--- src/rtl/nib_exec_pkg.sv ---
`timescale 1ns/1ps
package nib_exec_pkg;
  localparam int OPW = 4;

  localparam logic [OPW-1:0] OPC_LIT = 4'h2;
  localparam logic [OPW-1:0] OPC_CPY = 4'h4;
  localparam logic [OPW-1:0] OPC_SUM = 4'h5;
  localparam logic [OPW-1:0] OPC_IOR = 4'h7;
  localparam logic [OPW-1:0] OPC_CON = 4'h8;
  localparam logic [OPW-1:0] OPC_DIF = 4'h9;
  localparam logic [OPW-1:0] OPC_ROT = 4'hA;

  // opcode produces a register write
  function automatic logic op_writes(input logic [OPW-1:0] op);
    case (op)
      OPC_LIT, OPC_CPY, OPC_SUM, OPC_IOR, OPC_CON, OPC_DIF, OPC_ROT: return 1'b1;
      default: return 1'b0;
    endcase
  endfunction

  // opcode reads two source registers from fields B and C
  function automatic logic op_dual_src(input logic [OPW-1:0] op);
    case (op)
      OPC_SUM, OPC_IOR, OPC_CON, OPC_DIF: return 1'b1;
      default: return 1'b0;
    endcase
  endfunction

  // opcode occupies the read ports, so the compare result is not refreshed
  function automatic logic op_holds_eq(input logic [OPW-1:0] op);
    return op_dual_src(op) || (op == OPC_CPY);
  endfunction
endpackage

--- src/rtl/nib_rf_bank.sv ---
`timescale 1ns/1ps
module nib_rf_bank #(
  parameter int DW   = 8,
  parameter int NREG = 16,
  localparam int AW  = $clog2(NREG)
) (
  input  logic          clk,
  input  logic          rst,
  input  logic [AW-1:0] rd_addr_p,
  input  logic [AW-1:0] rd_addr_q,
  output logic [DW-1:0] rd_data_p,
  output logic [DW-1:0] rd_data_q,
  input  logic          wr_en,
  input  logic [AW-1:0] wr_addr,
  input  logic [DW-1:0] wr_data
);
  logic [DW-1:0] cells [NREG];

  always_ff @(posedge clk) begin
    if (rst) begin
      for (int i = 0; i < NREG; i++) cells[i] <= '0;
    end else if (wr_en) begin
      cells[wr_addr] <= wr_data;
    end
  end

  // combinational reads: a same-cycle write is not yet visible
  assign rd_data_p = cells[rd_addr_p];
  assign rd_data_q = cells[rd_addr_q];

  // a write is held in its cell after the edge
  assert_write_visible_R10: assert property (@(posedge clk) disable iff (rst)
    wr_en |=> (cells[$past(wr_addr)] == $past(wr_data)));
endmodule

--- src/rtl/nib_rotr.sv ---
`timescale 1ns/1ps
module nib_rotr #(
  parameter int DW = 8,
  localparam int SW = $clog2(DW)
) (
  input  logic [DW-1:0] din,
  input  logic [SW-1:0] amount,
  output logic [DW-1:0] dout
);
  logic [DW-1:0] stage [SW+1];
  assign stage[0] = din;

  for (genvar i = 0; i < SW; i++) begin : g_stage
    localparam int K = 1 << i;
    logic [DW-1:0] turned;
    assign turned = {stage[i][K-1:0], stage[i][DW-1:K]};
    assign stage[i+1] = amount[i] ? turned : stage[i];
  end

  assign dout = stage[SW];
endmodule

--- src/rtl/nib_alu.sv ---
`timescale 1ns/1ps
module nib_alu
  import nib_exec_pkg::*;
#(
  parameter int DW = 8,
  parameter int FW = 4,
  localparam int SW = $clog2(DW)
) (
  input  logic [OPW-1:0] op,
  input  logic [DW-1:0]  opnd_s,
  input  logic [DW-1:0]  opnd_t,
  input  logic [FW-1:0]  lit_hi,
  input  logic [FW-1:0]  lit_lo,
  output logic [DW-1:0]  result,
  output logic           does_write
);
  logic [DW-1:0]   rot_out;
  logic [2*FW-1:0] literal;

  assign literal = {lit_hi, lit_lo};

  // count taken modulo the data width by dropping upper bits
  nib_rotr #(.DW(DW)) u_rotr (
    .din    (opnd_s),
    .amount (lit_lo[SW-1:0]),
    .dout   (rot_out)
  );

  always_comb begin
    result = '0;
    case (op)
      OPC_LIT: result = DW'(literal);
      OPC_CPY: result = opnd_s;
      OPC_SUM: result = opnd_s + opnd_t;
      OPC_IOR: result = opnd_s | opnd_t;
      OPC_CON: result = opnd_s & opnd_t;
      OPC_DIF: result = opnd_s ^ opnd_t;
      OPC_ROT: result = rot_out;
      default: result = '0;
    endcase
  end

  assign does_write = op_writes(op);
endmodule

--- src/rtl/nib_exec_unit.sv ---
`timescale 1ns/1ps
module nib_exec_unit
  import nib_exec_pkg::*;
#(
  parameter int DW   = 8,
  parameter int NREG = 16,
  localparam int FW  = $clog2(NREG)
) (
  input  logic           clk,
  input  logic           rst,
  input  logic           exec_en,
  input  logic [OPW-1:0] opcode,
  input  logic [FW-1:0]  fld_a,
  input  logic [FW-1:0]  fld_b,
  input  logic [FW-1:0]  fld_c,
  output logic [DW-1:0]  wb_data,
  output logic           eq_flag
);
  logic [FW-1:0] addr_p, addr_q, addr_w;
  logic [DW-1:0] val_p, val_q, alu_res;
  logic          alu_wr, rf_we, eq_now;

  // port P: field B for move and two-source ops, otherwise field A
  assign addr_p = (op_dual_src(opcode) || opcode == OPC_CPY) ? fld_b : fld_a;
  // port Q: field C for two-source ops, otherwise register 0 for the compare
  assign addr_q = op_dual_src(opcode) ? fld_c : '0;
  assign addr_w = (opcode == OPC_CPY) ? fld_c : fld_a;

  nib_rf_bank #(.DW(DW), .NREG(NREG)) u_bank (
    .clk       (clk),
    .rst       (rst),
    .rd_addr_p (addr_p),
    .rd_addr_q (addr_q),
    .rd_data_p (val_p),
    .rd_data_q (val_q),
    .wr_en     (rf_we),
    .wr_addr   (addr_w),
    .wr_data   (alu_res)
  );

  nib_alu #(.DW(DW), .FW(FW)) u_alu (
    .op         (opcode),
    .opnd_s     (val_p),
    .opnd_t     (val_q),
    .lit_hi     (fld_b),
    .lit_lo     (fld_c),
    .result     (alu_res),
    .does_write (alu_wr)
  );

  assign rf_we  = exec_en && alu_wr;
  assign eq_now = (val_p == val_q);

  always_ff @(posedge clk) begin
    if (rst) begin
      wb_data <= '0;
      eq_flag <= 1'b0;
    end else if (exec_en) begin
      if (alu_wr) wb_data <= alu_res;
      if (!op_holds_eq(opcode)) eq_flag <= eq_now;
    end
  end

  // reset leaves both outputs cleared
  assert_reset_clears_R1: assert property (@(posedge clk)
    rst |=> (wb_data == '0 && !eq_flag));

  // idle cycles leave the outputs alone
  assert_idle_stable_R9: assert property (@(posedge clk) disable iff (rst)
    !exec_en |=> ($stable(wb_data) && $stable(eq_flag)));

  // non-writing opcodes keep the write-back output
  assert_nowrite_stable_R8: assert property (@(posedge clk) disable iff (rst)
    (exec_en && !op_writes(opcode)) |=> $stable(wb_data));

  // ops that occupy both read ports keep the compare flag
  assert_eq_frozen_R7: assert property (@(posedge clk) disable iff (rst)
    (exec_en && op_holds_eq(opcode)) |=> $stable(eq_flag));

  // a move lands its source value on the output
  assert_move_value_R6: assert property (@(posedge clk) disable iff (rst)
    (exec_en && opcode == OPC_CPY) |=> (wb_data == $past(val_p)));
endmodule

--- config.mk ---
export PLATFORM = sky130hd
export DESIGN_NAME = nib_exec_unit
export DESIGN_NICKNAME = d
export VERILOG_FILES = /design/src/rtl/nib_exec_pkg.sv /design/src/rtl/nib_rf_bank.sv /design/src/rtl/nib_rotr.sv /design/src/rtl/nib_alu.sv /design/src/rtl/nib_exec_unit.sv
export SDC_FILE = /design/constraint.sdc
export NUM_CORES = 1
export LEC_CHECK = 0
export ABC_AREA = 0
export BUFFER_PORTS_ARGS = -buffer_cell sky130_fd_sc_hd__buf_2
export CAP_MARGIN = 20
export CORE_MARGIN = 2
export CORE_UTILIZATION = 55
export CTS_CLUSTER_DIAMETER = 150
export DETAILED_ROUTE_END_ITERATION = 7
export PLACE_DENSITY = 0.74
export SYNTH_ARGS = -nofsm -noshare
export SYNTH_HDL_FRONTEND = slang
export SYNTH_SLANG_ARGS = --single-unit
--- constraint.sdc ---
create_clock -name clk -period 16.9 [get_ports clk]
set_input_delay 2.535 -clock clk [delete_from_list [all_inputs] [get_ports clk]]
set_output_delay 2.535 -clock clk [all_outputs]
set_load 0.02 [all_outputs]
==> results by group <==
Run status
  • Status: completed

CTS
  • CTS clk-pin slew, worst paths: 0.06 ns
  • Hold buffers post-CTS: 0
  • Post_cts resized: 0
  • CTS tree: done
  • Root buf cell: clkbuf_16
  • CTS sink cnt: 137
  • CTS buffer count: 17
  • H-tree Lvls: 4
  • Clock latency on the worst-skew pair: 0.44 ns
  • # Post-CTS Setup Buffers: 0
  • Max clock buf depth: 2

Die
  • Chip Width: 133 um
  • Core Region: 16500 um2
  • Site Rows: 47
  • Die ar.: 17800 um2
  • Die height: 133 um
  • Initial core utilization: 55.9%
  • Boundary pin count: 28

Finish
  • Finished Cell Area: 10000 um2
  • Fin util: 60.7%
  • Area grow syn2layout: 8.60%
  • Fin cells: 1116
  • Number of diodes: 0
  • Multi-input combinational cell area: 4760 um2
  • Layout cells sized above 1: 20.8%
  • Fillers: 1358
  • Final #Nets: 920
  • FF/Latch Area: 4020 um2

Pwr
  • Clock power frac: 37.0%
  • Power, Total: 1.03 mW
  • P_int: 0.705 mW
  • Part of the power in registers: 38.3%
  • Net load switching power: 0.324 mW
  • Static leakage: 3.64 nW
  • Logic pwr share: 24.7%
  • PwrDens: 103 nW/um2
  • Worst vdd ir: 69.4 uV
  • Switching share of total power: 31.5%

Timing
  • Final period util: 45.5%
  • Post-Route Setup TNS: 0 ns
  • Worst Hold Slack: 0.458 ns
  • Worst slew pin tran: 0.862 ns
  • Setup Skew: 0.0112 ns
  • Min cycle time layout: 7.69 ns
  • Setup WS post-layout: 9.21 ns
  • Final setup viols: 0
  • Fmax: 130 MHz
  • Hold Vio Cnt, Final: 0
  • Final Max Tran Viols: 0
  • RSZ-0062 raised after global routing: no
  • Relative slew slack: 42.5%

Synth
  • Number of synthesized flops with an enable pin: 128
  • Sequential element share of the synthesized area: 43.7%
  • Yosys warns: 0
  • Main flop type after synthesis: edfxtp_1
  • Mapped Cells: 877
  • Synth Area per Inst: 10.5 um2
  • Netlist cell types: 80
  • Syn Std Cell Area: 9210 um2
  • Synth Register Bits: 137
  • Synth async-reset ratio: 0%
  • Syn Nets: 914

Placed design
  • Gp weighted congestion: 1.04
  • Post-DP HPWL: 21400 um
  • I/O Buffers: 27
  • DP Worst Slack: 8.92 ns
  • Placed Instances: 1083
  • Placed instance area: 9380 um2

Flow run
  • Maxcap violations: 0

Global route
  • Pin count of the biggest net entering global routing: 44
  • Vias in the first global route: 7183
  • Remaining Overflow, GRT: 0
  • Initial antenna violation count: 0
  • Total track usage: 34.1%
  • Global-route wire length before repair: 44200 um

Critical path
  • Critical path data required time: 17.07 ns
  • Crit-path max FO: 23
  • CP Class: input pin to flip-flop
  • Crit start category: input pin
  • CP Capture Type: flip-flop
  • Crit path DAT: 7.87 ns
  • Worst r2r path cells: 14

Drt
  • DRC: 0
  • Via density: 6.88
  • DRT iter0 DRCs: 1096
  • Post-DR wirelength/cell: 26.2 um
  • DRT Pass-1 Iters: 5
  • Post-route ant nets: 0
  • DR vias: 7681
  • WL final: 29200 um

Worst hold path
  • Worst Hold Depth: 2
  • Hold Crit Class: flip-flop to flip-flop
==> cells in the final DEF, fill, tap and decap left out, types with 9 or more instances in the layout <==
| cell | synthesis | routed |
|---|---|---|
| nor2_1 | 143 | 143 |
| edfxtp_1 | 128 | 128 |
| nand2_1 | 76 | 76 |
| mux2i_1 | 39 | 39 |
| nand3_1 | 30 | 30 |
| a21oi_1 | 29 | 29 |
| o21ai_0 | 28 | 28 |
| nor2_2 | 27 | 27 |
| buf_2 | 12 | 27 |
| mux4_2 | 24 | 24 |
| nand2b_1 | 22 | 22 |
| clkbuf_16 | 0 | 22 |
| and3_1 | 18 | 18 |
| a211oi_1 | 18 | 18 |
| mux2_2 | 17 | 17 |
| ha_1 | 17 | 17 |
| buf_4 | 4 | 14 |
| nor3_1 | 11 | 11 |
| inv_1 | 11 | 11 |
| a21o_1 | 10 | 10 |
| o22ai_1 | 9 | 9 |
| a2111oi_0 | 9 | 9 |
| dfxtp_1 | 9 | 9 |
==> routing by layer <==
layer,track usage (%),up-vias,part of all wire [%]
met4,24.6,0,7.5
met1,43.4,3742,37
met3,6.85,124,9.2
li1,-,3322,-
met5,0,-,0
met2,52.3,493,46
==> synthesized netlist by cell type (5+ instances only) <==
| master | number | area share (%) |
|---|---|---|
| a311o_1 | 6 | 0.65 |
| nand3_1 | 30 | 1.6 |
| nor2_2 | 27 | 1.8 |
| nor2_1 | 143 | 5.8 |
| a21oi_1 | 29 | 1.6 |
| o22ai_1 | 9 | 0.61 |
| edfxtp_1 | 128 | 42 |
| buf_6 | 9 | 1.1 |
| inv_1 | 11 | 0.45 |
| mux2i_1 | 39 | 4.2 |
| nand3b_1 | 5 | 0.41 |
| xor2_1 | 5 | 0.48 |
| ha_1 | 17 | 2.3 |
| nor2_4 | 6 | 0.73 |
| nor3_1 | 11 | 0.60 |
| o31ai_1 | 6 | 0.49 |
| dfxtp_1 | 9 | 2.0 |
| a211oi_1 | 18 | 1.5 |
| mux2_2 | 17 | 2.1 |
| nand2_1 | 76 | 3.1 |
| clkbuf_1 | 28 | 1.1 |
| and3_1 | 18 | 1.2 |
| nand2b_1 | 22 | 1.5 |
| buf_2 | 12 | 0.65 |
| mux4_2 | 24 | 5.9 |
| mux2_1 | 6 | 0.73 |
| nand4_1 | 6 | 0.41 |
| a2111oi_0 | 9 | 0.86 |
| o21ai_0 | 28 | 1.5 |
| a21o_1 | 10 | 0.82 |
| inv_2 | 6 | 0.24 |
==> flip-flops by register name, summed over array words and instances (netlist names) <==
name,cells
wb_data,8
u_bank.cells,128
eq_flag,1
==> worst paths after layout <==
path	startpoint	to	slack [ns]
setup / recovery	opcode[2]	u_bank.cells[15][5]$_SDFFCE_PN0P_	9.21
hold / removal	eq_flag$_SDFFE_PP0P_	eq_flag$_SDFFE_PP0P_	0.46
setup reg to reg	u_bank.cells[15][1]$_SDFFCE_PN0P_	u_bank.cells[15][5]$_SDFFCE_PN0P_	12.40
hold reg to reg	eq_flag$_SDFFE_PP0P_	eq_flag$_SDFFE_PP0P_	0.46
==> critical path, stage by stage <==
cell	delay [ns]
buf_2	0.32
xnor2_2	0.20
or3_4	0.42
nand2_1	0.58
a2111oi_0	0.16
or4_1	0.63
mux2i_2	0.52
ha_1	0.38
nand3_1	0.09
nand2_1	0.08
a31oi_1	0.26
xnor2_1	0.09
a221oi_1	0.38
o31ai_1	0.21
nor3_2	0.54
buf_4	0.35
nor2_1	0.07
==> kinds of logic (layout without fill, tap and decap cells) <==
group / Yosys count / in the layout / share of synthesized area, %
AOI/OAI and AO/OA: 179 / 179 / 14.8
xor gates and xnor gates: 9 / 9 / 1.14
adders and majority gates: 18 / 18 / 2.53
buffers and inverters: 74 / 93 / 4.61
DFF: 137 / 137 / 43.7
muxes: 87 / 87 / 13.1
and+or+nand+nor: 373 / 373 / 20.2
==> power groups by stage <==
stage	combinational (mW)	sequential [mW]	clock, mW
final	0.254	0.394	0.381
after global placement	0.244	0.400	0
after global routing	0.270	0.394	0.398
after detailed placement	0.245	0.400	0
after CTS	0.247	0.393	0.384
after floorplan	0.183	0.396	0
==> final cells by class <==
| cell class | instances | area share, % |
|---|---|---|
| inverters | 18 | 0.676 |
| repair buffers | 43 | 2.57 |
| flip-flops and latches | 137 | 40.2 |
| multi-input cells | 666 | 47.6 |
| clock buffers | 25 | 5.72 |
| clock inverters | 7 | 0.451 |
| well taps | 220 | 2.75 |
No activity file was read; power rests on OpenSTA's default activity.
